==> config.mk <==
export PLATFORM = sky130hd
export DESIGN_NAME = sc_oversample_rx
export DESIGN_NICKNAME = d
export VERILOG_FILES = /design/src/rtl/sc_rx_pkg.sv /design/src/rtl/scr_line_edge.sv /design/src/rtl/scr_phase_ctr.sv /design/src/rtl/scr_frame_asm.sv /design/src/rtl/sc_oversample_rx.sv
export SDC_FILE = /design/constraint.sdc
export NUM_CORES = 1
export LEC_CHECK = 0
export BUFFER_PORTS_ARGS = -buffer_cell sky130_fd_sc_hd__buf_2
export CAP_MARGIN = 20
export CORE_MARGIN = 3
export CORE_UTILIZATION = 45
export DETAILED_ROUTE_END_ITERATION = 6
export PLACE_DENSITY = 0.71
export REMOVE_ABC_BUFFERS = 1
export SYNTH_ARGS = -nofsm -noshare
export SYNTH_HDL_FRONTEND = slang
export SYNTH_SLANG_ARGS = --single-unit
export TNS_END_PERCENT = 20
==> constraint.sdc <==
create_clock -name clk -period 3.75 [get_ports clk]
set_clock_uncertainty 0.05 [all_clocks]
set_input_delay 0.1875 -clock clk [delete_from_list [all_inputs] [get_ports clk]]
set_output_delay 0.1875 -clock clk [all_outputs]
set_load 0.02 [all_outputs]
==> src/rtl/sc_rx_pkg.sv <==
package sc_rx_pkg;

    localparam int NORM_RATIO = 16;
    localparam int SC_RATIO_0 = 32;
    localparam int SC_RATIO_1 = 64;
    localparam int SC_RATIO_2 = 372;
    localparam int SC_RATIO_3 = 256;
    localparam int RATIO_MAX  = 372;
    localparam int CNT_W      = $clog2(RATIO_MAX + 1);

    typedef enum logic {
        PH_IDLE = 1'b0,
        PH_BUSY = 1'b1
    } rx_phase_e;

    typedef logic [CNT_W-1:0] cnt_t;

    // Ticks per bit for the selected mode.
    function automatic cnt_t bit_period(input logic sc, input logic [1:0] sel);
        cnt_t r;
        if (!sc) begin
            r = cnt_t'(NORM_RATIO);
        end else begin
            unique case (sel)
                2'b00:   r = cnt_t'(SC_RATIO_0);
                2'b01:   r = cnt_t'(SC_RATIO_1);
                2'b10:   r = cnt_t'(SC_RATIO_2);
                default: r = cnt_t'(SC_RATIO_3);
            endcase
        end
        return r;
    endfunction

endpackage

==> src/rtl/scr_line_edge.sv <==
module scr_line_edge (
    input  logic clk,
    input  logic rst,
    input  logic tick,
    input  logic line,
    output logic fall
);
    logic last_q;

    always_ff @(posedge clk) begin
        if (rst) begin
            last_q <= 1'b1;
        end else if (tick) begin
            last_q <= line;
        end
    end

    assign fall = tick & last_q & ~line;
endmodule

==> src/rtl/scr_phase_ctr.sv <==
module scr_phase_ctr
    import sc_rx_pkg::*;
(
    input  logic clk,
    input  logic rst,
    input  logic tick,
    input  logic sync,
    input  logic run,
    input  cnt_t period,
    output cnt_t phase,
    output logic mid
);
    cnt_t phase_q;
    cnt_t phase_inc;
    cnt_t half;

    assign phase_inc = phase_q + cnt_t'(1);
    assign half      = period >> 1;

    always_ff @(posedge clk) begin
        if (rst) begin
            phase_q <= '0;
        end else if (sync) begin
            phase_q <= '0;
        end else if (tick && run) begin
            phase_q <= (phase_q == period - cnt_t'(1)) ? '0 : phase_inc;
        end
    end

    assign phase = phase_q;
    assign mid   = tick & run & (phase_inc == half);
endmodule

==> src/rtl/scr_frame_asm.sv <==
module scr_frame_asm
    import sc_rx_pkg::*;
#(
    parameter int DATA_W = 8
) (
    input  logic              clk,
    input  logic              rst,
    input  logic              start,
    input  logic              sample,
    input  logic              line,
    output logic              busy,
    output logic [DATA_W-1:0] data,
    output logic              perr,
    output logic              valid
);
    localparam int FRAME_BITS = DATA_W + 2;
    localparam int IDX_W      = $clog2(FRAME_BITS);
    localparam logic [IDX_W-1:0] LAST_IDX = IDX_W'(FRAME_BITS - 1);

    rx_phase_e         st_q;
    logic [IDX_W-1:0]  idx_q;
    logic [DATA_W-1:0] sh_q;
    logic [DATA_W-1:0] data_q;
    logic              perr_q;
    logic              valid_q;

    always_ff @(posedge clk) begin
        if (rst) begin
            st_q    <= PH_IDLE;
            idx_q   <= '0;
            sh_q    <= '0;
            data_q  <= '0;
            perr_q  <= 1'b0;
            valid_q <= 1'b0;
        end else begin
            valid_q <= 1'b0;
            if (start) begin
                st_q  <= PH_BUSY;
                idx_q <= '0;
            end else if (st_q == PH_BUSY && sample) begin
                if (idx_q == '0) begin
                    if (line) begin
                        st_q <= PH_IDLE;           // false start
                    end else begin
                        idx_q <= idx_q + 1'b1;
                    end
                end else if (idx_q == LAST_IDX) begin
                    st_q    <= PH_IDLE;
                    valid_q <= 1'b1;
                    data_q  <= sh_q;
                    perr_q  <= (^sh_q) ^ line;
                end else begin
                    sh_q  <= {line, sh_q[DATA_W-1:1]};
                    idx_q <= idx_q + 1'b1;
                end
            end
        end
    end

    assign busy  = (st_q == PH_BUSY);
    assign data  = data_q;
    assign perr  = perr_q;
    assign valid = valid_q;
endmodule

==> src/rtl/sc_oversample_rx.sv <==
module sc_oversample_rx
    import sc_rx_pkg::*;
#(
    parameter int DATA_W = 8
) (
    input  logic              clk,
    input  logic              rst,
    input  logic              rxd,
    input  logic              bclk_tick,
    input  logic              sc_mode,
    input  logic [1:0]        ratio_sel,
    output logic [DATA_W-1:0] rx_data,
    output logic              parity_err,
    output logic              rx_valid
);
    logic fall_evt;
    logic start_evt;
    logic busy;
    logic mid_evt;
    cnt_t ratio_q;
    cnt_t phase_cnt;

    scr_line_edge u_edge (
        .clk  (clk),
        .rst  (rst),
        .tick (bclk_tick),
        .line (rxd),
        .fall (fall_evt)
    );

    assign start_evt = fall_evt & ~busy;

    // Period is latched only on the start-edge tick.
    always_ff @(posedge clk) begin
        if (rst) begin
            ratio_q <= cnt_t'(NORM_RATIO);
        end else if (start_evt) begin
            ratio_q <= bit_period(sc_mode, ratio_sel);
        end
    end

    scr_phase_ctr u_phase (
        .clk    (clk),
        .rst    (rst),
        .tick   (bclk_tick),
        .sync   (start_evt),
        .run    (busy),
        .period (ratio_q),
        .phase  (phase_cnt),
        .mid    (mid_evt)
    );

    scr_frame_asm #(.DATA_W(DATA_W)) u_frame (
        .clk    (clk),
        .rst    (rst),
        .start  (start_evt),
        .sample (mid_evt),
        .line   (rxd),
        .busy   (busy),
        .data   (rx_data),
        .perr   (parity_err),
        .valid  (rx_valid)
    );
endmodule

# Word-level counts from Yosys, hierarchy flattened
# Cells that the tools add are included.
# W data, S select, Z words.
# word_totals
output_inout_bits,10
mem_count,0
rom_bits,0
latch_bits,0
in_bits,7
register_bits,42
mem_bits_rw,0
word_cells,57
# classes
bitwise,12
multipliers,0
muxes,12
addsub,3
eq_ne,8
n_reduce_logical,13
n_lt_le_gt_ge,0
div,0
shifts,0
# ops
operator,count
$pmux W9 S3,1
$mux W9,2
$mux W4,3
$add A9 B1 Y9 const B,1
$eq A9 B8 Y1,1
$eq A9 B9 Y1,1
$sub A9 B1 Y9 const B,1
$reduce_and A4 Y1,2
$reduce_xor A8 Y1,1
$mux W1,6
$not A1 Y1,6
$reduce_and A3 Y1,2
$and A1 B1 Y1,5
$add A4 B1 Y4 const B,1
$eq A4 B4 Y1 const B,1
$logic_not A4 Y1,1
$reduce_or A4 Y1,1
$ne A3 B3 Y1 const B,1
$reduce_bool A3 Y1,1
$eq A2 B1 Y1 const B,1
$eq A2 B2 Y1 const B,1
$logic_and A1 B1 Y1,2
$logic_not A2 Y1,1
$ne A2 B1 Y1 const B,1
other kinds (4),4

# Longest topological paths before layout
# logic_depth
word_depth,6
mapped_depth,9
ltp_nobuf,8

# By module
# A second synthesis with hierarchy kept.
# hier_totals
hier_cells,252
area_unflattened_um2,2237.1
# by_module_without_submodules
mod,seq_area_each_um2,instances,area_per_inst_um2,cells_each
scr_frame_asm,460.4,1,1037.2,102
scr_phase_ctr,180.2,1,897.1,117
sc_oversample_rx,100.1,1,257.7,29
scr_line_edge,20.0,1,45.0,4

# Worst setup path after synthesis
# Ideal clock, no wire load.
# synth_timing
path_type,flip-flop to flip-flop
from,register u_phase.phase_q[0] (netlist: u_phase.phase[0])
to,register u_frame.idx_q[3]
synth_period_minus_slack_ns,2.235
arrival_ns,2.114
required_time_ns,3.630
path_buffers,1
setup_ns,0.070
stages_incl_launch_ff,9
path_slack_ns,1.515
path_cell_list,dfxtp_1 ha_1 clkbuf_1 xnor2_1 nand4_1 nor3_4 o211ai_2 or4_1 a21oi_1
# synth_via
elab_chain_cells,5
# synth_lines
item,line_no,text
from (decl),scr_phase_ctr.sv:13,cnt_t phase_q;
from (signal assigned),scr_phase_ctr.sv:26,phase_q <= (phase_q == period - cnt_t'(1)) ? '0 : phase_inc;
$add A9 B1 Y9,scr_phase_ctr.sv:17,assign phase_inc = phase_q + cnt_t'(1);
$eq A9 B8 Y1,scr_phase_ctr.sv:31,assign mid = tick & run & (phase_inc == half);
$and A1 B1 Y1,scr_phase_ctr.sv:31,
$logic_and A1 B1 Y1,scr_frame_asm.sv:40,end else if (st_q == PH_BUSY && sample) begin
$reduce_and A3 Y1 (no source line),-,
to (signal assigned),scr_frame_asm.sv:45,idx_q <= idx_q + 1'b1;
to (signal assigned),scr_frame_asm.sv:54,idx_q <= idx_q + 1'b1;
to (decl),scr_frame_asm.sv:21,logic [IDX_W-1:0] idx_q;
# Every way passes these cells.
# A chain may end at the register's enable or synchronous reset.

# Final worst setup path
# Same ends and word-level chain as after synthesis.

==> metrics.txt <==
status=finished clean; crit path max fanout=12; DRT antenna net count=0; maximum clock insertion buffer count=2; H-tree Lvls=2; IO Pins=17; worst skew pair latency=about 0.28 ns; Mapped Avg Cell Area=just over 8 µm²; peak per-stage delay on the critical path=0.53 ns; worst hold endpoint=u_edge.last_q; Post-CTS Setup Inserts=0; reg2reg end=u_frame.idx_q[3]; Setup-failing EPs final=0; maximum number of pins on one net before global-route repair=27; Post-synth EDFFs=0; final WL=~4.4 mm; Post-Syn Area=0.00214 mm²; slew of the pin with the lowest slew margin=just over 0.6 ns; Ys Warns=0; clk root buf=clkbuf_8; die area=~0.0056 mm²; WP data arrival=2.71 ns; kind of critical path=reg -> reg; Worst Hold Launch=bclk_tick; final worst-path cycle share=around two thirds; Synth Register Bits=38; Final Max Tran Viols=0; GR Overflow Total=0; Synth area leader=dfxtp_1; Die H=roughly 75 µm; Port Buffers=16; RePlAce Congestion=approximately 0.87; flop-to-flop setup slack=roughly 1.2 ns; P per Cell Area=about 350 mW/mm²; crit path launch type=flip-flop; Crit. End Element=flip-flop; grt met3 use=4.14%; ant diodes=0; post-synthesis sequential area ratio=35.5%; Rel. slew slack=about three fifths; initial DRC count=roughly 140; vias in the first global route=~1,500; core area=around 0.0045 mm²; Fin. Hold Viols=0; FP Rows=24; Critical Path RT=about 3.9 ns; reg2reg start=u_phase.phase[0]; ys async rst share=0%; share of cells above drive strength 1=about an eighth; Synth area leaders=dfxtp_1, a21oi_1, xnor2_1; Fin Hold WS=between 0.1 and 0.15 ns; Pre-antenna DRT Iters=4; Final Net Count=about 290; wire per inst=13.6 µm; unrepaired setup endpoints after global routing=no; Period minus WS final=around 2.6 ns; via/cell ratio=5.71; Max-Cap Viols=0; Worst Hold Depth=2; DIE WIDTH=75.0 µm; library cells used by synthesis=between 40 and 50; highest ir drop seen on vdd=between 0.0002 and 0.0003 V; antenna violations before repair=0; DRC viols=0; Global Route met2 Usage=about 25%; GR Layer Usage met1=roughly a quarter; TritonCTS Buffers=5; sum of negative setup slack=0 ns; GRT Total Usage=between 10% and 20%; leak pwr=around 0.81 nW; Num Clock Sinks=38; Crit-path slowest cell=or4_1; crit-path cells=ha_1 > nand3_1 > xnor2_1 > nor3_4 > o211ai_2 > or4_1 > a21oi_1; first-pass GRT wire length=7.42 mm; Final HPWL DP=3.15 mm; Placed Cells incl. Taps=approximately 320; Most Crowded Layer GR=met2; Hold Crit Class=in -> reg; effective utilization at floorplan=between 40% and 50%; Resize count post-CTS=0; hold_buf cts=0; Syn Inst Count=between 200 and 300; CTS tree=done; area grow syn2layout=8.87%; Finished Layout Cells=323; Vias=approximately 1,800; top-area cell type share of the netlist area=35.5%; CTS clk-pin slew, worst paths=roughly 0.070 ns; ys flop type=dfxtp_1; Max Clk Rate=between 300 and 400 MHz; R2R cell count=7
worst max-delay path: cells and delay by family, from the launching register on:
kind / cells / cell delay, ns
compound gates: 2 / 0.40
flops: 1 / 0.45
simple gates: 3 / 0.97
fa+ha+maj: 1 / 0.41
xor+xnor: 1 / 0.21
flip-flops by register name (all words and copies together), names as in the netlist:
name,cells
u_phase.phase,9
u_frame.data,8
u_frame.sh_q,8
ratio_q,5
u_frame.idx_q,4
u_edge.last_q,1
u_frame.busy,1
u_frame.perr,1
u_frame.valid,1
cells by family after synthesis:
logic type / synth area share (%)
simple gates: 24.6
fa+ha+maj: 4.08
xor+xnor: 8.99
compound gates: 21.9
flops: 35.5
mux: 0.467
buf+inv: 4.55
stage by stage:
stage / instance area [µm²] / setup slack [ns] / power (mW) / util, %
4_1_cts: 2330 / 1.18 / 0.817 / 52.2
2_1_floorplan: 2070 / 1.52 / 0.447 / -
3_5_place_dp: 2220 / 1.20 / 0.464 / 49.7
3_3_place_gp: 2220 / 1.28 / 0.463 / 49.7
6_report: 2330 / 1.19 / 0.809 / 52.2
5_1_grt: 2330 / 0.974 / 0.837 / 52.2
area by class of cell:
cell class / count / area [µm²]
multi-input cells: 203 / 1290
repair buffers: 17 / 87.6
well taps: 52 / 65.1
inverters: 6 / 22.5
clock buffers: 6 / 82.6
flip-flops and latches: 38 / 761
clock inverters: 1 / 30.0
fillers: 440 / 2140
layout by cell type (no fill, tap or decap), drive strengths merged, types with 2 or more instances in the layout:
cell type	count
o21ai	17
a311oi	2
dfxtp	38
nor4	3
xnor2	15
nand2b	4
nor3b	2
nand3b	5
and2	2
clkbuf	6
inv	6
a2111oi	2
a211o	3
and3	2
a31oi	2
o2111ai	2
ha	7
xor2	7
nor2	13
or4	2
nor3	7
nand4	2
nand3	25
buf	17
a21oi	36
o211ai	3
nand2	30
synthesized netlist by cell type, drive strengths merged (2+ instances only):
cell type	n
a2111oi	2
a211o	3
a21oi	36
a311oi	2
a31oi	2
and2	2
and3	2
buf	8
clkbuf	7
dfxtp	38
ha	7
inv	6
nand2	30
nand2b	4
nand3	25
nand3b	5
nand4	2
nor2	13
nor3	7
nor3b	2
nor4	3
o2111ai	2
o211ai	3
o21ai	17
or4	2
xnor2	15
xor2	7
where the power goes:
part / leakage, nW / switching [mW] / internal, mW / total, mW
logic: 0.450 / 0.0278 / 0.0153 / 0.0431
registers: 0.307 / 0.00472 / 0.407 / 0.411
clock network: 0.0573 / 0.141 / 0.213 / 0.354
total: 0.814 / 0.174 / 0.635 / 0.809
worst max path at each step:
stage                     startpoint                to  slack (ns)  cells past startpoint
global route        u_phase.phase[0]  u_frame.idx_q[3]        0.97                      7
finish              u_phase.phase[0]  u_frame.idx_q[3]        1.19                      7
detailed placement  u_phase.phase[0]   u_frame.data[2]        1.20                      7
floorplan           u_phase.phase[0]  u_frame.idx_q[3]        1.52                      7
CTS                 u_phase.phase[0]  u_frame.idx_q[3]        1.18                      7
global placement          ratio_q[2]  u_phase.phase[5]        1.28                      8
layer usage:
metal / vias up / share of wire, % / wire [µm]
li1: 949 / - / -
met1: 849 / 50 / 2190
met2: 46 / 45 / 1990
met3: 0 / 4.7 / 207
met4: 0 / 0 / 0
met5: - / 0 / 0
(Power assumes the default switching activity.)
